==> src/rtl/i2c_rb_pkg.sv <==
package i2c_rb_pkg;
   typedef enum logic [3:0] {
      ST_IDLE,
      ST_ADDR,
      ST_AACK_W,
      ST_CTRL,
      ST_CACK,
      ST_AACK_R,
      ST_TX,
      ST_RACK,
      ST_IGNORE
   } rb_state_e;
endpackage

==> src/rtl/i2c_rb_deglitch.sv <==
module i2c_rb_deglitch #(
   parameter int SYNC_N = 2,
   parameter int FILT_N = 3
) (
   input  logic clk,
   input  logic rst_n,
   input  logic line_i,
   output logic line_o
);
   localparam int CNT_W = (FILT_N > 1) ? $clog2(FILT_N) : 1;

   if (SYNC_N < 2) begin : g_bad_sync
      $error("SYNC_N must be at least 2");
   end

   logic [SYNC_N-1:0] sync_q;

   always_ff @(posedge clk or negedge rst_n) begin
      if (!rst_n) sync_q <= '1;
      else        sync_q <= {sync_q[SYNC_N-2:0], line_i};
   end

   if (FILT_N <= 1) begin : g_bypass
      always_ff @(posedge clk or negedge rst_n) begin
         if (!rst_n) line_o <= 1'b1;
         else        line_o <= sync_q[SYNC_N-1];
      end
   end else begin : g_filter
      logic [CNT_W-1:0] cnt_q;
      always_ff @(posedge clk or negedge rst_n) begin
         if (!rst_n) begin
            line_o <= 1'b1;
            cnt_q  <= '0;
         end else if (sync_q[SYNC_N-1] == line_o) begin
            cnt_q <= '0;
         end else if (cnt_q == CNT_W'(FILT_N - 1)) begin
            line_o <= sync_q[SYNC_N-1];
            cnt_q  <= '0;
         end else begin
            cnt_q <= cnt_q + 1'b1;
         end
      end
   end
endmodule

==> src/rtl/i2c_rb_events.sv <==
module i2c_rb_events (
   input  logic clk,
   input  logic rst_n,
   input  logic scl_f,
   input  logic sda_f,
   output logic scl_rise,
   output logic scl_fall,
   output logic ev_start,
   output logic ev_stop
);
   logic scl_q, sda_q;

   always_ff @(posedge clk or negedge rst_n) begin
      if (!rst_n) begin
         scl_q <= 1'b1;
         sda_q <= 1'b1;
      end else begin
         scl_q <= scl_f;
         sda_q <= sda_f;
      end
   end

   assign scl_rise = scl_f & ~scl_q;
   assign scl_fall = ~scl_f & scl_q;
   assign ev_start = scl_f & scl_q & sda_q & ~sda_f;
   assign ev_stop  = scl_f & scl_q & ~sda_q & sda_f;
endmodule

==> src/rtl/i2c_rb_bank.sv <==
module i2c_rb_bank #(
   parameter int CH_COUNT = 4,
   parameter int WORD_W   = 16,
   parameter int PD_W     = 2,
   localparam int SEL_W   = $clog2(CH_COUNT)
) (
   input  logic              clk,
   input  logic              rst_n,
   input  logic              pre_we,
   input  logic [SEL_W-1:0]  pre_sel,
   input  logic [WORD_W-1:0] pre_word,
   input  logic [PD_W-1:0]   pre_pd,
   input  logic              latch_en,
   input  logic [SEL_W-1:0]  rd_sel,
   output logic [WORD_W-1:0] lat_word,
   output logic [PD_W-1:0]   lat_pd
);
   logic [WORD_W-1:0] word_q [CH_COUNT];
   logic [PD_W-1:0]   pd_q   [CH_COUNT];

   always_ff @(posedge clk or negedge rst_n) begin
      if (!rst_n) begin
         for (int c = 0; c < CH_COUNT; c++) begin
            word_q[c] <= '0;
            pd_q[c]   <= '0;
         end
      end else if (pre_we) begin
         word_q[pre_sel] <= pre_word;
         pd_q[pre_sel]   <= pre_pd;
      end
   end

   always_ff @(posedge clk or negedge rst_n) begin
      if (!rst_n) begin
         lat_word <= '0;
         lat_pd   <= '0;
      end else if (latch_en) begin
         lat_word <= word_q[rd_sel];
         lat_pd   <= pd_q[rd_sel];
      end
   end
endmodule

==> src/rtl/i2c_rb_engine.sv <==
module i2c_rb_engine
   import i2c_rb_pkg::*;
#(
   parameter logic [4:0] ADDR_FIXED = 5'b10011,
   parameter int WORD_W = 16,
   parameter int PD_W   = 2,
   parameter int SEL_W  = 2
) (
   input  logic              clk,
   input  logic              rst_n,
   input  logic              scl_rise,
   input  logic              scl_fall,
   input  logic              ev_start,
   input  logic              ev_stop,
   input  logic              sda_f,
   input  logic [1:0]        strap_addr,
   input  logic [1:0]        strap_ext,
   input  logic [WORD_W-1:0] lat_word,
   input  logic [PD_W-1:0]   lat_pd,
   output logic              sda_oe,
   output logic [SEL_W-1:0]  rd_sel,
   output logic              latch_en,
   output rb_state_e         state_o
);
   rb_state_e  state;
   logic [3:0] bitcnt;
   logic [7:0] rx_sh, tx_sh, nb;
   logic [1:0] byte_idx;
   logic       pd0_q, nack_q;
   logic       addr_hit, ctrl_hit;

   assign addr_hit = (rx_sh[7:1] == {ADDR_FIXED, strap_addr});
   assign ctrl_hit = (rx_sh[7:6] == strap_ext);
   assign latch_en = (state == ST_ADDR) && scl_fall && (bitcnt == 4'd8) &&
                     addr_hit && rx_sh[0] && !ev_start && !ev_stop;
   assign state_o  = state;

   always_comb begin
      nb = 8'hFF;
      if (pd0_q) begin
         case (byte_idx)
            2'd0:    nb = {lat_pd, {(8-PD_W){1'b1}}};
            2'd1:    nb = lat_word[WORD_W-1 -: 8];
            2'd2:    nb = lat_word[7:0];
            default: nb = 8'hFF;
         endcase
      end else begin
         case (byte_idx)
            2'd0:    nb = lat_word[WORD_W-1 -: 8];
            2'd1:    nb = lat_word[7:0];
            default: nb = 8'hFF;
         endcase
      end
   end

   always_ff @(posedge clk or negedge rst_n) begin
      if (!rst_n) begin
         state    <= ST_IDLE;
         bitcnt   <= '0;
         rx_sh    <= '0;
         tx_sh    <= 8'hFF;
         byte_idx <= '0;
         rd_sel   <= '0;
         pd0_q    <= 1'b0;
         sda_oe   <= 1'b0;
         nack_q   <= 1'b0;
      end else if (ev_start) begin
         state  <= ST_ADDR;
         bitcnt <= '0;
         sda_oe <= 1'b0;
      end else if (ev_stop) begin
         state  <= ST_IDLE;
         sda_oe <= 1'b0;
      end else begin
         case (state)
            ST_ADDR, ST_CTRL: begin
               if (scl_rise && bitcnt != 4'd8) begin
                  rx_sh  <= {rx_sh[6:0], sda_f};
                  bitcnt <= bitcnt + 4'd1;
               end else if (scl_fall && bitcnt == 4'd8) begin
                  bitcnt <= '0;
                  if (state == ST_ADDR) begin
                     if (addr_hit) begin
                        sda_oe   <= 1'b1;
                        byte_idx <= '0;
                        state    <= rx_sh[0] ? ST_AACK_R : ST_AACK_W;
                     end else begin
                        state <= ST_IGNORE;
                     end
                  end else if (ctrl_hit) begin
                     rd_sel <= rx_sh[2:1];
                     pd0_q  <= rx_sh[0];
                     sda_oe <= 1'b1;
                     state  <= ST_CACK;
                  end else begin
                     state <= ST_IGNORE;
                  end
               end
            end
            ST_AACK_W: if (scl_fall) begin
               sda_oe <= 1'b0;
               state  <= ST_CTRL;
            end
            ST_CACK: if (scl_fall) begin
               sda_oe <= 1'b0;
               state  <= ST_IGNORE;
            end
            ST_AACK_R: if (scl_fall) begin
               tx_sh    <= nb;
               sda_oe   <= ~nb[7];
               byte_idx <= 2'd1;
               bitcnt   <= '0;
               state    <= ST_TX;
            end
            ST_TX: if (scl_fall) begin
               if (bitcnt == 4'd7) begin
                  sda_oe <= 1'b0;
                  bitcnt <= '0;
                  state  <= ST_RACK;
               end else begin
                  tx_sh  <= {tx_sh[6:0], 1'b1};
                  sda_oe <= ~tx_sh[6];
                  bitcnt <= bitcnt + 4'd1;
               end
            end
            ST_RACK: begin
               if (scl_rise) begin
                  nack_q <= sda_f;
               end else if (scl_fall) begin
                  if (nack_q) begin
                     state <= ST_IGNORE;
                  end else begin
                     tx_sh  <= nb;
                     sda_oe <= ~nb[7];
                     if (byte_idx != 2'd3) byte_idx <= byte_idx + 2'd1;
                     state  <= ST_TX;
                  end
               end
            end
            default: ;
         endcase
      end
   end
endmodule

==> src/rtl/i2c_chan_readback.sv <==
module i2c_chan_readback
   import i2c_rb_pkg::*;
#(
   parameter logic [4:0] ADDR_FIXED = 5'b10011,
   parameter int CH_COUNT = 4,
   parameter int WORD_W   = 16,
   parameter int PD_W     = 2,
   parameter int SYNC_N   = 2,
   parameter int FILT_N   = 3,
   localparam int SEL_W   = $clog2(CH_COUNT)
) (
   input  logic              clk,
   input  logic              rst_n,
   input  logic              scl_i,
   input  logic              sda_i,
   output logic              sda_oe,
   input  logic [1:0]        strap_addr,
   input  logic [1:0]        strap_ext,
   input  logic              pre_we,
   input  logic [SEL_W-1:0]  pre_sel,
   input  logic [WORD_W-1:0] pre_word,
   input  logic [PD_W-1:0]   pre_pd
);
   if (CH_COUNT != 4) begin : g_bad_ch
      $error("CH_COUNT must be 4: the control byte carries two select bits");
   end
   if (WORD_W != 16) begin : g_bad_word
      $error("WORD_W must be 16: words are returned as two bytes");
   end
   if (PD_W < 1 || PD_W > 7) begin : g_bad_pd
      $error("PD_W must lie in 1..7");
   end

   logic [1:0] raw_lines, filt_lines;
   assign raw_lines = {scl_i, sda_i};

   for (genvar i = 0; i < 2; i++) begin : g_line
      i2c_rb_deglitch #(.SYNC_N(SYNC_N), .FILT_N(FILT_N)) u_dg (
         .clk(clk), .rst_n(rst_n), .line_i(raw_lines[i]), .line_o(filt_lines[i])
      );
   end

   logic scl_f, sda_f, scl_rise, scl_fall, ev_start, ev_stop, latch_en;
   logic [SEL_W-1:0]  rd_sel;
   logic [WORD_W-1:0] lat_word;
   logic [PD_W-1:0]   lat_pd;
   rb_state_e         eng_state;

   assign scl_f = filt_lines[1];
   assign sda_f = filt_lines[0];

   i2c_rb_events u_ev (
      .clk(clk), .rst_n(rst_n), .scl_f(scl_f), .sda_f(sda_f),
      .scl_rise(scl_rise), .scl_fall(scl_fall), .ev_start(ev_start), .ev_stop(ev_stop)
   );

   i2c_rb_bank #(.CH_COUNT(CH_COUNT), .WORD_W(WORD_W), .PD_W(PD_W)) u_bank (
      .clk(clk), .rst_n(rst_n), .pre_we(pre_we), .pre_sel(pre_sel),
      .pre_word(pre_word), .pre_pd(pre_pd), .latch_en(latch_en),
      .rd_sel(rd_sel), .lat_word(lat_word), .lat_pd(lat_pd)
   );

   i2c_rb_engine #(.ADDR_FIXED(ADDR_FIXED), .WORD_W(WORD_W), .PD_W(PD_W), .SEL_W(SEL_W)) u_eng (
      .clk(clk), .rst_n(rst_n), .scl_rise(scl_rise), .scl_fall(scl_fall),
      .ev_start(ev_start), .ev_stop(ev_stop), .sda_f(sda_f),
      .strap_addr(strap_addr), .strap_ext(strap_ext),
      .lat_word(lat_word), .lat_pd(lat_pd), .sda_oe(sda_oe),
      .rd_sel(rd_sel), .latch_en(latch_en), .state_o(eng_state)
   );
endmodule

==> config.mk <==
export PLATFORM = sky130hd
export DESIGN_NAME = i2c_chan_readback
export DESIGN_NICKNAME = d
export VERILOG_FILES = /design/src/rtl/i2c_rb_pkg.sv /design/src/rtl/i2c_rb_deglitch.sv /design/src/rtl/i2c_rb_events.sv /design/src/rtl/i2c_rb_bank.sv /design/src/rtl/i2c_rb_engine.sv /design/src/rtl/i2c_chan_readback.sv
export SDC_FILE = /design/constraint.sdc
export NUM_CORES = 1
export LEC_CHECK = 0
export BUFFER_PORTS_ARGS = -buffer_cell sky130_fd_sc_hd__buf_2
export CAP_MARGIN = 20
export CORE_UTILIZATION = 60
export CTS_BUF_LIST = sky130_fd_sc_hd__clkbuf_16
export CTS_CLUSTER_SIZE = 14
export DETAILED_ROUTE_END_ITERATION = 10
export PLACE_DENSITY = 0.88
export SETUP_SLACK_MARGIN = 0.4
export SYNTH_ARGS = -nofsm -noshare
export SYNTH_HDL_FRONTEND = slang
export SYNTH_SLANG_ARGS = --single-unit
==> constraint.sdc <==
create_clock -name clk -period 5.1 [get_ports clk]
set_input_delay 0.255 -clock clk [delete_from_list [all_inputs] [get_ports clk]]
set_output_delay 0.255 -clock clk [all_outputs]
set_load 0.005 [all_outputs]
After elaboration in Yosys (flattened, before gate mapping):

Cells that the tools add are included.

* input port bits: 29
* logic and storage cells: 207
* bits in registers: 132

* bitwise gates (word level): 21
* add/subtract/negate cells: 4
* magnitude comparators: 3
* equality and inequality tests: 47
* reduce and logical (&&, ||, !) cells: 29
* mux-type cells: 76

Operators by type and width (count)
* 4-bit 2-to-1 mux: 22
* 64-bit bitwise mux: 1
* 16-bit 2-to-1 mux: 3
* 7-bit 2-to-1 mux: 6
* 4-bit by 1-bit != test with 1-bit output (second input constant): 9
* 16-bit binary-select mux with 2-bit select: 1
* 16-bit demux with 2-bit select: 1
* 2-bit 2-to-1 mux: 16
* 4-bit case mux with 6 select lines: 1
* 8-bit case mux with 3 select lines: 1
* 7-bit case mux with 3 select lines: 1
* 4-bit by 3-bit == test with 1-bit output (second input constant): 5
* 2-bit by 1-bit != test with 1-bit output (second input constant): 8
* 8-bit case mux with 2 select lines: 1
* 1-bit 2-to-1 mux: 14
* 1-bit inverter: 12
* 4-bit case mux with 3 select lines: 1
* 12-bit AND reduction: 1
* 11-bit AND reduction: 1
* 2-bit != test (second input constant): 5
* 10-bit AND reduction: 1
* 1-bit logical AND: 9
* 9-bit AND reduction: 1
* 8-bit bitwise mux: 1
* other kinds (36): 58

Longest topological paths before layout:

Gate-level depths: netlist of run 1.

* depth in word-level cells: 10
* mapped depth: 9

By module:

Synthesis of run 1 repeated with hierarchy kept, for this count alone.

* cell total of the unflattened synthesis: 502
* area total of the unflattened synthesis: 6357.3 µm²

By module, submodules not included
* i2c_rb_bank: times used 1, cells an instance 254, sequential area each 2252.2 µm², area each 3844.9 µm²
* i2c_rb_engine: times used 1, cells an instance 222, sequential area each 759.5 µm², area each 2069.5 µm²
* i2c_rb_deglitch: times used 2, cells an instance 10, sequential area each 128.9 µm², area each 178.9 µm²
* i2c_rb_events: times used 1, cells an instance 6, sequential area each 52.6 µm², area each 85.1 µm²

Worst setup path after synthesis of run 1:

Ideal clock, no wire load.

* path type: reg-to-reg
* start: reg u_eng.bitcnt[0]
* end: reg u_eng.byte_idx[0]
* required time: 4.975 ns
* library setup time: 0.125 ns
* slack: 3.275 ns
* stages on the path, launching flop included: 8
* buffers on the path: 0
* clock period less this slack: 1.825 ns
* arrival time: 1.700 ns
* cells stage by stage: dfrtp_1 -> inv_1 -> ha_1 -> nand3b_2 -> nor2_1 -> a21oi_1 -> nor4_4 -> mux2_2

* longest elaborated chain between the ends: 4
* elaborated cells between the ends (all ways): 7
* those cells by class: eq/ne (4); reduce/logical (3)

RTL lines
* start: declaration: RTL line i2c_rb_engine.sv:26 `logic [3:0] bitcnt;`
* start signal: assignment: RTL line i2c_rb_engine.sv:79 `bitcnt <= bitcnt + 4'd1;`
* start signal: assignment: RTL line i2c_rb_engine.sv:123 `bitcnt <= bitcnt + 4'd1;`
* 4-bit != test / 4-bit == test (equally long branches): RTL line i2c_rb_engine.sv:77, i2c_rb_engine.sv:80
* 1-bit logical AND, on equally long branches: RTL line i2c_rb_engine.sv:77, i2c_rb_engine.sv:80
* 2-bit != test (no line) / 2-bit by 1-bit != test with 1-bit output (equally long branches)
* 12-bit AND reduction (no line) *
* end signal: assignment: RTL line i2c_rb_engine.sv:135 `if (byte_idx != 2'd3) byte_idx <= byte_idx + 2'd1;`
* end: declaration: RTL line i2c_rb_engine.sv:28 `logic [1:0] byte_idx;`

Every way passes the cells marked *; elsewhere a longest branch is shown, timed or not.
A chain may end at the register's enable or synchronous reset.

Worst setup path in the final report of run 1:

* start: reg u_eng.state[1] (netlist: u_eng.state_o[1])
* end: reg u_eng.state[3] (netlist: u_eng.state_o[3])

* longest elaborated chain between the ends: 7
* elaborated cells between the ends (all ways): 25
* those cells by class: eq/ne (16); mux (6); reduce/logical (3)

RTL lines
* start: declaration: RTL line i2c_rb_engine.sv:25 `rb_state_e state;`
* start signal: assignment: RTL line i2c_rb_engine.sv:86 `state <= rx_sh[0] ? ST_AACK_R : ST_AACK_W;`
* 4-bit by 1-bit == test with 1-bit output: RTL line i2c_rb_engine.sv:75, i2c_rb_engine.sv:82
* 4-bit 2-to-1 mux: RTL line i2c_rb_engine.sv:82 `if (state == ST_ADDR) begin`
* 4-bit 2-to-1 mux: RTL line i2c_rb_engine.sv:80 `end else if (scl_fall && bitcnt == 4'd8) begin`
* 4-bit 2-to-1 mux: RTL line i2c_rb_engine.sv:77 `if (scl_rise && bitcnt != 4'd8) begin`
* 4-bit case mux with 6 select lines: RTL line i2c_rb_engine.sv:75 `case (state)`
* 4-bit 2-to-1 mux: RTL line i2c_rb_engine.sv:71 `end else if (ev_stop) begin`
* 4-bit 2-to-1 mux: RTL line i2c_rb_engine.sv:67 `end else if (ev_start) begin`

Several ways; a longest one is shown, not always the timed one. The select of a mux whose other input is x is not followed.

==> impl_results.md, run 1 <==
* Synth area leaders: dfrtp_1, mux2_2, mux4_2
* Fin util at 70.6%
* Cts bufs inserted at 17
* Die Footprint at 0.0110 mm2
* Sequential power share at around 41%
* R2R depth at 5
* Unrepaired setup endpoints after global routing: no
* # setup viols final at 0
* Max Freq at 0.418 GHz
* Tmin final at 2.39 ns
* Area Overhead vs Synth at 14.5%
* Leakage at 0.00311 uW
* Ant. Diodes at 0
* Switching share of power at between 30% and 40%
* Startpoint types: register
* Setup bufs post-CTS at 0
* Synth Instances at 463
* Met2 Wirelength at slightly above 7000 um
* Worst Path Required at 5.40 ns
* #FFs+latches synth at 132
* Syn. warnings at 0
* HP Class: in2reg
* Fin nets at 531
* Horiz. Die Dim at 105 um
* Worst R2R End: u_eng.state_o[3]$_DFFE_PN0P_
* Fraction of layout cells with a size suffix above 1 at 43.5%
* Crit Path Max Fanout at 19
* Aggregate negative setup slack at 0 ns
* Main combinational cell family by area after synthesis: multiplexers
* Cell Count, Final, Fillers Out at 644
* CTS Buffer Depth at 2
* Vias at 4154
* Asr flop ratio synth at 100%
* Routed Antenna Nets at 0
* Syn_area_per_cell at 13.7 um2
* Setup Skew at 0.00694 ns
* Vias in the first global route at between 4k and 5k
* Post-synth EDFFs at 0
* Gr usage total at 27.5%
* First-pass GRT wire length at 22900 um
* Final hold violations at 0
* Power per cell area at 507 mW/mm2
* Syn Nets at approximately 500
* Register area share after synthesis at a little over half
* CTS H-Tree Depth at 4
* Logic gate share of total power at ~22%
* Clock group share of total power at 36.4%
* CP arrival at 2.69 ns
* Met1 WL at 5600 um
* Hold_sp: pre_pd[0]
* R2R setup slack at 2.71 ns
* Drt wl/cell at around 22 um
* Hold Crit Depth at 2
* Post-synthesis mux area share at between 20% and 30%
* HPWL after DPL at 8310 um
* Final period util at 46.9%
* Cells after DPL at 609
* Overall power at 3700 uW
* Routed wl met3 at 535 um
* Crit end category: register
* Max-Cap Viols at 0
* Setup WS post-layout at 2.71 ns
* Cell Area, Synth at 0.00636 mm2
* DR top layer: met4
* First-iteration detailed-routing DRC count at 269
* Initial Util at between 60 and 70%
* Internal Power at 2570 uW
* Status: finished, final reports clean
* Site Rows at 37
* Setup WS pre-CTS at 2.82 ns
* Yosys cell types at 59
* Ys flop type: dfrtp_1
* Hold Crit Endpoint: u_bank.pd_q[2]$_DFFE_PN0P_
* Clock transition at path regs at 0.06 ns
* Largest net degree at the start of global routing at 70
* Synth Area in Adders at 1.38%
* Compound-Gate Fraction of Synth Area at 7.76%
* Max_slew headroom at a little over a quarter
* Die height at around 100 um
* Most frequent cells in the layout: dfrtp_1, mux2_2, buf_2
* Cts repair resizes at 0
* Initial antenna violation count at 0
* Pins Over Slew Limit at 0
* Pre-antenna DRT Iters at 4
* Commonest non-fill, non-tap cell in the layout: dfrtp_1
* Largest area contributor in the netlist: dfrtp_1
* # DRC at 0
* Grt total ovfl at 0
* Root Driver: clkbuf_16
* Yosys top cell area share at 46.0%
* Slew at the pin closest to its max-slew limit at 1.09 ns
* Clk Latency, worst-skew pair at approximately 0.41 ns
* I/O pin count at 30
* Sw power at between 1000 and 1500 uW
* Simple-gate share of the synthesized area at under 10%
* XOR/XNOR Fraction of Synth Area at 0.826%
* IO buf count at 29
* Sink Count at 132
* Vias/cell at approximately 6.5
* Hold-fix buffers at CTS at 3
* Launching point of the worst reg2reg path: u_eng.state_o[1]$_DFFE_PN0P_
* Worst vdd ir at roughly 0.28 mV
* Drt total wl at 13900 um
* Gpl congestion at 0.884
* CTS tree: done
* WS Path Type: reg2reg
* Core Area at 0.0103 mm2
## power groups by stage
stage | sequential (uW) | clock, uW | combinational, uW
3_5_place_dp | 1520 | 0 | 799
5_1_grt | 1550 | 1410 | 903
6_report | 1530 | 1350 | 826
2_1_floorplan | 1410 | 0 | 701
3_3_place_gp | 1500 | 0 | 764
4_1_cts | 1520 | 1350 | 822
## cell families (layout without fill, tap and decap cells)
kind of cell             count (synthesis)  after routing
multiplexers                           131            131
XOR/XNOR                                 6              6
AO/OA/AOI/OAI                           67             67
adder cells (fa/ha/maj)                  7              7
buffers and inverters                   32             77
flip-flops                             132            132
AND/OR/NAND/NOR                         88             88
## how the worst max path moves through the flow
stage	to	cells after the start	start	slack, ns
2_1_floorplan	u_eng.byte_idx[0]$_DFFE_PN0P_	7	u_eng.bitcnt[0]$_DFFE_PN0P_	3.28
3_3_place_gp	u_eng.state_o[3]$_DFFE_PN0P_	5	u_eng.state_o[1]$_DFFE_PN0P_	2.94
3_5_place_dp	u_eng.state_o[3]$_DFFE_PN0P_	5	u_eng.state_o[1]$_DFFE_PN0P_	2.82
4_1_cts	u_eng.state_o[3]$_DFFE_PN0P_	5	u_eng.state_o[1]$_DFFE_PN0P_	2.76
5_1_grt	u_eng.state_o[3]$_DFFE_PN0P_	5	u_eng.state_o[1]$_DFFE_PN0P_	2.56
6_report	u_eng.state_o[3]$_DFFE_PN0P_	5	u_eng.state_o[1]$_DFFE_PN0P_	2.71
## state kept, by name, indices dropped and copies added (netlist names)
| register | count |
|---|---|
| u_eng.bitcnt | 4 |
| u_eng.rd_sel | 2 |
| u_bank.word_q | 64 |
| u_bank.lat_word | 16 |
| u_eng.byte_idx | 2 |
| u_ev.scl_q | 1 |
| u_eng.nack_q | 1 |
| u_eng.pd0_q | 1 |
| u_ev.sda_q | 1 |
| g_line.u_dg.sync_q | 4 |
| u_bank.lat_pd | 2 |
| u_eng.state_o | 4 |
| g_line.u_dg.line_o | 2 |
| u_eng.sda_oe | 1 |
| g_line.u_dg.g_filter.cnt_q | 4 |
| u_eng.tx_sh | 7 |
| u_bank.pd_q | 8 |
| u_eng.rx_sh | 8 |
## area by class of cell
type	count	area, um2
Sequential cell	132	3320
Fill cell	610	3030
Multi-Input combinational cell	299	2910
Clock buffer	17	425
Clock inverter	15	229
Timing Repair Buffer	35	200
Tap cell	136	170
Inverter	10	37.5
## cells in the mapped netlist (7+ instances only)
cell type,number
o21ai_0,10
nand2_1,19
nand2b_1,9
mux2_4,10
o31ai_1,8
nor2_1,10
ha_1,7
nand3_1,9
dfrtp_1,117
a21oi_1,10
clkbuf_1,12
mux2_2,100
dfstp_2,15
mux4_2,18
nand3b_1,7
inv_1,9
a221oi_1,13
buf_2,8
## stage by stage
step / cell area (um2) / hold WS (ns)
3_5_place_dp: 6610 / 0.347
4_1_cts: 7290 / 0.111
6_report: 7290 / 0.118
2_1_floorplan: 6360 / -0.0406
3_3_place_gp: 6610 / 0.346
5_1_grt: 7290 / 0.118
## worst max-delay path, cell delays in order (launching register included)
cell,delay (ns)
dfrtp_1,0.72
and4bb_2,0.54
nand2_1,0.22
a311oi_2,0.50
nor2_1,0.09
a22o_1,0.21
## layer usage
metal	up-vias	global-route usage (%)
met2	131	45.6
li1	1808	-
met4	0	13.6
met5	-	0
met1	2175	34.3
met3	40	5.80
Power figures use the tool's default switching activity.
==> run 2: changes to the inputs <==
Clock period 5.1 ns to 2.2 ns, I/O delays scaled along.
==> run 2 against run 1 <==
Against the previous run:
- setup slack worse by 2.4 ns
- design area grew 11%
- clock power is 120% higher
- global-route usage grew 1.6 points
- via count up 6.9%
- die area stayed put
- critical endpoint is now u_eng.tx_sh[4]$_DFFE_PN1P_
- total power rose to 2.5 times the previous value
- sequential cell count did not move
- clock-buffer cell count did not move
- clock skew up 0.0027 ns
- critical path type unchanged
- non-clock buffer count up 60
==> impl_results.md, run 2 (synthesized netlist as in run 1, its figures left out) <==
* Status: finished, final reports clean (unchanged)
* First-iteration detailed-routing DRC count at 455 (was 269)
* Gpl congestion at 0.877 (was 0.884)
* Power per cell area at 1160 mW/mm2 (was 507 mW/mm2)
* Initial Util at 61.7% (unchanged)
* Vias at 4439 (was 4154)
* Sink Count at 132 (unchanged)
* Largest regs: u_bank.word_q x64, u_bank.lat_word x16 (unchanged)
* Fraction of layout cells with a size suffix above 1 at 52.9% (was 43.5%)
* Min Hold Slack at 0.215 ns (was 0.118 ns)
* Drt wl/cell at 21.9 um (was 21.5 um)
* Slew at the pin closest to its max-slew limit at 0.532 ns (was 1.09 ns)
* Cells after DPL at 621 (was 609)
* Fillers at 508 (was 610)
* Fin nets at 592 (was 531)
* CTS tree: done (unchanged)
* WS Path Type: reg2reg (unchanged)
* Drt total wl at 15400 um (was 13900 um)
* Launching point of the worst reg2reg path: u_eng.byte_idx[0]$_DFFE_PN0P_ (was u_eng.state_o[1]$_DFFE_PN0P_)
* R2R depth at 6 (was 5)
* Worst Path Required at 2.55 ns (was 5.40 ns)
* HPWL after DPL at 8340 um (was 8310 um)
* Grt total ovfl at 0 (unchanged)
* CTS Buffer Depth at 2 (unchanged)
* Die height at 105 um (unchanged)
* Vias/cell at 6.30 (was 6.45)
* Max Freq at 0.539 GHz (was 0.418 GHz)
* Max_slew headroom at 64.5% (was 27.1%)
* Most frequent cells in the layout: dfrtp_1, mux2_2, buf_4 (was dfrtp_1, mux2_2, buf_2)
* CTS H-Tree Depth at 4 (unchanged)
* Cts bufs inserted at 17 (unchanged)
* Gr usage total at 29.0% (was 27.5%)
* Setup Skew at 0.00968 ns (was 0.00694 ns)
* Initial antenna violation count at 0 (unchanged)
* Max reg flops at 64 (unchanged)
* Root Driver: clkbuf_16 (unchanged)
* Horiz. Die Dim at 105 um (unchanged)
* Worst R2R End: u_eng.tx_sh[4]$_DFFE_PN1P_ (was u_eng.state_o[3]$_DFFE_PN0P_)
* Aggregate negative setup slack at 0 ns (unchanged)
* Final period util at 84.3% (was 46.9%)
* Ant. Diodes at 0 (unchanged)
* Pins Over Slew Limit at 0 (unchanged)
* Cell Count, Final, Fillers Out at 705 (was 644)
* Final hold violations at 0 (unchanged)
* Worst vdd ir at 0.854 mV (was 0.283 mV)
* First-pass GRT wire length at 24100 um (was 22900 um)
* Unrepaired setup endpoints after global routing: yes (was no)
* Core Area at 0.0103 mm2 (unchanged)
* Max-Cap Viols at 0 (unchanged)
* Site Rows at 37 (unchanged)
* CP arrival at 2.20 ns (was 2.69 ns)
* # DRC at 0 (unchanged)
* Leakage at 0.00348 uW (was 0.00311 uW)
* Commonest non-fill, non-tap cell in the layout: dfrtp_1 (unchanged)
* Area Overhead vs Synth at 27.1% (was 14.5%)
* Pre-antenna DRT Iters at 5 (was 4)
* Tmin final at 1.85 ns (was 2.39 ns)
* HP Class: in2async (was in2reg)
* Clk Latency, worst-skew pair at 0.42 ns (was 0.41 ns)
* Crit Path Max Fanout at 6 (was 19)
* IO buf count at 29 (unchanged)
* Largest net degree at the start of global routing at 47 (was 70)
* I/O pin count at 30 (unchanged)
* Startpoint types: register (unchanged)
* Cell area after layout at 0.00809 mm2 (was 0.00729 mm2)
* Clock transition at path regs at 0.06 ns (about the same)
* # setup viols final at 0 (unchanged)
* Die Footprint at 0.0110 mm2 (unchanged)
* Placed instance area at 0.00672 mm2 (was 0.00661 mm2)
* Largest register by flop count: u_bank.word_q (unchanged)
* R2R setup slack at 0.35 ns (was 2.71 ns)
* Routed Antenna Nets at 0 (unchanged)
* Crit end category: register (unchanged)
* Vias in the first global route at 4601 (was 4398)
## run 2: changes by cell type in the layout (fill, tap and decap cells not counted), sizes merged
cell,before,now
buf,32,72
bufinv,5,4
clkbuf,17,19
clkinvlp,1,2
dlygate4sd3,3,21
nand3b,8,9
## run 2: area by class of cell
cell class                 instances  area [um2]  area share (%)
timing repair buffer              95         783            9.68
tap                              136         170            2.10
inverter                          10        37.5           0.464
sequential                       132        3330            41.2
clock inverter                    15         186            2.30
multi-input combinational        300        3160            39.0
clock buffer                      17         425            5.26
## run 2: power breakdown
| group | switching (uW) | internal [uW] | total, uW |
|---|---|---|---|
| registers | 492 | 3020 | 3520 |
| clock network | 1050 | 1880 | 2930 |
| logic | 1450 | 1490 | 2950 |
## run 2: critical path: stages (launching register included)
cell,delay (ns)
dfrtp_2,0.45
ha_1,0.22
nor2b_2,0.21
nand2b_2,0.16
a221oi_1,0.33
o31ai_1,0.13
mux2_2,0.28
## run 2: per-layer routing
metal	wire length (um)	part of all wire (%)	GRT usage (%)
met1	6130	40	36.0
met2	8110	53	49.0
met3	753	4.9	5.93
met4	435	2.8	13.8
met5	0	0	0
## run 2: repair_timing
item                                    4_1_cts  5_1_grt
hold buffers                                 21        0
endpoints found under the setup margin       41       41
setup buffers                                12       17
hold endpoints to repair                     92        0
gates resized for setup                      26       36
cloned                                        0        2
pin swaps                                     6       14
## run 2: worst max path at each step
| stage | slack [ns] | cells past startpoint | endpoint | start |
|---|---|---|---|---|
| 6_report | 0.35 | 6 | u_eng.tx_sh[4]$_DFFE_PN1P_ | u_eng.byte_idx[0]$_DFFE_PN0P_ |
| 5_1_grt | 0.28 | 6 | u_eng.tx_sh[0]$_DFFE_PN1P_ | u_eng.byte_idx[0]$_DFFE_PN0P_ |
| 4_1_cts | 0.39 | 6 | u_eng.tx_sh[2]$_DFFE_PN1P_ | g_line[1].u_dg.line_o$_DFFE_PN1P_ |
| 3_5_place_dp | 0.06 | 7 | u_eng.tx_sh[6]$_DFFE_PN1P_ | u_eng.byte_idx[0]$_DFFE_PN0P_ |
| 3_3_place_gp | 0.14 | 5 | u_eng.sda_oe$_DFFE_PN0P_ | u_eng.state_o[1]$_DFFE_PN0P_ |
| 2_1_floorplan | 0.40 | 4 | u_bank.lat_pd[0]$_DFFE_PN0P_ | u_eng.rd_sel[0]$_DFFE_PN0P_ |
## run 2: through the flow
stage                     power (uW)  utilization, %  setup WS, ns
after floorplan                 4900               -         0.401
after global placement          5340            65.1         0.138
after detailed placement        5490            65.1        0.0607
after CTS                       8820            75.4         0.394
after global routing            9780            78.4         0.275
final                           9400            78.4         0.345
==> run 3: changes to the inputs <==
Settings changed: CORE_UTILIZATION 60 to 55, PLACE_DENSITY 0.88 to 0.85.
Clock period 2.2 ns to 1.7 ns, I/O delays scaled along.
==> run 3 against run 2 <==
Against the previous run:
- worst hold slack better by 0.020 ns
- highest routed layer unchanged
- clock power up 23%
- wire length is 2.9% lower
- the flow now finishes with violations (negative setup slack)
- die area is 8.9% higher
- maximum frequency increased by 4.4%
- sequential cell count unchanged
- setup slack got worse by 0.42 ns
- sequential power is 27% higher
- critical endpoint is now u_eng.state_o[3]$_DFFE_PN0P_
- global-route usage fell by 1.3 points
- clock skew fell by 0.0014 ns
- via count fell by 0.65%
==> impl_results.md, run 3 (synthesized netlist as in run 1, its figures left out) <==
* Vias/cell at 5.90 (was 6.30)
* Fraction of layout cells with a size suffix above 1 at 58.6% (was 52.9%)
* Largest net degree at the start of global routing at 133 (was 47)
* Setup WS post-layout at -0.0769 ns (was 0.345 ns)
* Power per cell area at 1460 mW/mm2 (was 1160 mW/mm2)
* Largest regs: u_bank.word_q x64, u_bank.lat_word x16 (unchanged)
* Clock transition at path regs at 0.06 ns (about the same)
* Area Overhead vs Synth at 33.1% (was 27.1%)
* Initial Util at 57.5% (was 61.7%)
* Vias at 4410 (was 4439)
* Site Rows at 38 (was 37)
* Grt total ovfl at 0 (unchanged)
* Logic gate share of total power at 34.9% (was 31.4%)
* Ant. Diodes at 0 (unchanged)
* CTS Buffer Depth at 2 (unchanged)
* # DRC at 0 (unchanged)
* Routed Antenna Nets at 0 (unchanged)
* Failing checks: negative setup slack
* Commonest non-fill, non-tap cell in the layout: dfrtp_1 (unchanged)
* CTS H-Tree Depth at 4 (unchanged)
* Fin nets at 630 (was 592)
* Leakage at 0.00368 uW (was 0.00348 uW)
* CP arrival at 2.08 ns (was 2.20 ns)
* Sw power at 3980 uW (was 3000 uW)
* Worst path max stage delay at 0.58 ns (was 0.45 ns)
* Drt total wl at 15000 um (was 15400 um)
* I/O pin count at 30 (unchanged)
* Max_slew headroom at 51.7% (was 64.5%)
* Sequential power share at 36.2% (was 37.4%)
* CTS tree: done (unchanged)
* HPWL after DPL at 9130 um (was 8340 um)
* Crit end category: register (unchanged)
* Slowest CP cell: dfstp_2 (was dfrtp_2)
* Sum of buffers and inverters on the critical path at 2 (was 0)
* Drt wl/cell at 20.0 um (was 21.9 um)
* Horiz. Die Dim at 110 um (was 105 um)
* Worst vdd ir at 1.10 mV (was 0.854 mV)
* Worst Path Required at 2.00 ns (was 2.55 ns)
* Switching share of power at 32.1% (was 31.9%)
* Tmin final at 1.78 ns (was 1.85 ns)
* Cell mode on critical path: buf_4
* Sink Count at 132 (unchanged)
* First-iteration detailed-routing DRC count at 227 (was 455)
* Setup WS pre-CTS at -0.108 ns (was 0.0607 ns)
* Hold_sp: strap_ext[0]
* Clk Latency, worst-skew pair at 0.42 ns (about the same)
* Launching point of the worst reg2reg path: g_line[1].u_dg.line_o$_DFFE_PN1P_ (was u_eng.byte_idx[0]$_DFFE_PN0P_)
* Max Freq at 0.563 GHz (was 0.539 GHz)
* # setup viols final at 34 (was 0)
* Crit Path Max Fanout at 6 (unchanged)
* WS Path Type: reg2reg (unchanged)
* Setup Skew at 0.00823 ns (was 0.00968 ns)
* Max reg flops at 64 (unchanged)
* Initial antenna violation count at 0 (unchanged)
* Internal Power at 8410 uW (was 6400 uW)
* Worst-path cell chain: and2b_2, buf_4, a311oi_2, buf_4, nor2_1, a22o_1 (was ha_1, nor2b_2, nand2b_2, a221oi_1, o31ai_1, mux2_2)
* Unrepaired setup endpoints after global routing: yes (unchanged)
* Startpoint types: register (unchanged)
* R2R setup slack at -0.08 ns (was 0.35 ns)
* Vias in the first global route at 4708 (was 4601)
* HP Class: in2reg (was in2async)
* First-pass GRT wire length at 24200 um (was 24100 um)
* Die height at 110 um (was 105 um)
* Pre-antenna DRT Iters at 5 (unchanged)
* Pins Over Slew Limit at 0 (unchanged)
* Max-Cap Viols at 0 (unchanged)
* Root Driver: clkbuf_16 (unchanged)
* Gr usage total at 27.7% (was 29.0%)
* Largest register by flop count: u_bank.word_q (unchanged)
* Min Hold Slack at 0.235 ns (was 0.215 ns)
* Core Area at 0.0111 mm2 (was 0.0103 mm2)
* Final period util at 105% (was 84.3%)
* Cts bufs inserted at 17 (unchanged)
* Slew at the pin closest to its max-slew limit at 0.724 ns (was 0.532 ns)
* Die Footprint at 0.0120 mm2 (was 0.0110 mm2)
* Final hold violations at 0 (unchanged)
* Worst path top cell family by delay: flip-flops (was compound AO/OA/AOI/OAI gates)
* Status: complete, but fails checks (was finished, final reports clean)
* Gpl congestion at 0.873 (was 0.877)
* IO buf count at 29 (unchanged)
* Crit. Startpoint: g_line[1].u_dg.line_o$_DFFE_PN1P_ (was u_eng.byte_idx[0]$_DFFE_PN0P_)
* Most frequent cells in the layout: dfrtp_1, mux2_2, buf_4 (unchanged)
* Clock group share of total power at 29.0% (was 31.2%)
-- run 3: cell types whose count changed in the layout (fill, tap and decap cells not counted), moves of 3 or more --
cell | before | now
nor2_4 | 1 | 4
buf_4 | 34 | 68
o21ai_2 | 0 | 3
nand3_4 | 1 | 4
nand2_1 | 18 | 15
buf_6 | 6 | 9
nand3_1 | 8 | 5
buf_12 | 4 | 7
o21ai_0 | 9 | 6
-- run 3: final timing paths --
kind / depth (start not counted) / end
min: 6 / u_eng.sda_oe$_DFFE_PN0P_
max reg2reg: 6 / u_eng.state_o[3]$_DFFE_PN0P_
max: 6 / u_eng.state_o[3]$_DFFE_PN0P_
min reg2reg: 0 / g_line[1].u_dg.sync_q[1]$_DFF_PN1_
min in group asynchronous: 3 / g_line[1].u_dg.g_filter.cnt_q[1]$_DFF_PN0_
max in group asynchronous: 3 / u_eng.byte_idx[0]$_DFFE_PN0P_
-- run 3: metal layers --
layer	vias to the layer above	GRT usage, %	part of all wire (%)
met5	-	0	0
met4	0	13.4	3.3
met3	40	6.34	3.0
met2	96	46.5	53
met1	2267	33.9	41
li1	2007	-	-
-- run 3: cell type report --
| class | instances | area, um2 |
|---|---|---|
| clock buffer | 17 | 425 |
| sequential | 132 | 3330 |
| multi-input combinational | 300 | 3250 |
| tap | 140 | 175 |
| clock inverter | 15 | 154 |
| fill | 631 | 2610 |
| timing repair buffer | 133 | 1100 |
| inverter | 10 | 37.5 |
-- run 3: worst reg2reg max path: cells and delay by family, from the launching register on --
family	cells	cell delay, ns
and+or+nand+nor	2	0.31
buffers and inverters	2	0.36
DFF	1	0.58
AOI/OAI and AO/OA	2	0.41
-- run 3: timing repair --
item	CTS	global route
gates cloned	0	1
setup endpoints to repair	48	48
pin swaps	13	20
buffers inserted	9	10
hold buffers	21	0
endpoints found under the hold margin	191	0
gates resized for setup	29	44
-- run 3: power by group through the flow --
| stage | sequential, uW | combinational [uW] | clock [uW] |
|---|---|---|---|
| finish | 4480 | 4320 | 3590 |
| global route | 4570 | 4650 | 3760 |
| CTS | 4430 | 3750 | 3640 |
| detailed placement | 4460 | 3380 | 0 |
| global placement | 4400 | 3250 | 0 |
| floorplan | 4250 | 2250 | 0 |
-- run 3: per-stage QoR --
step | instance area (um2) | utilization (%) | power [uW] | TNS [ns] | instances
floorplan | 6450 | - | 6500 | -0.0613 | 463
global placement | 7220 | 65.1 | 7660 | -0.765 | 674
detailed placement | 7220 | 65.1 | 7840 | -1.23 | 674
CTS | 8190 | 73.9 | 11800 | -1.06 | 736
global route | 8470 | 76.5 | 13000 | -4.07 | 747
finish | 8470 | 76.5 | 12400 | -1.55 | 747
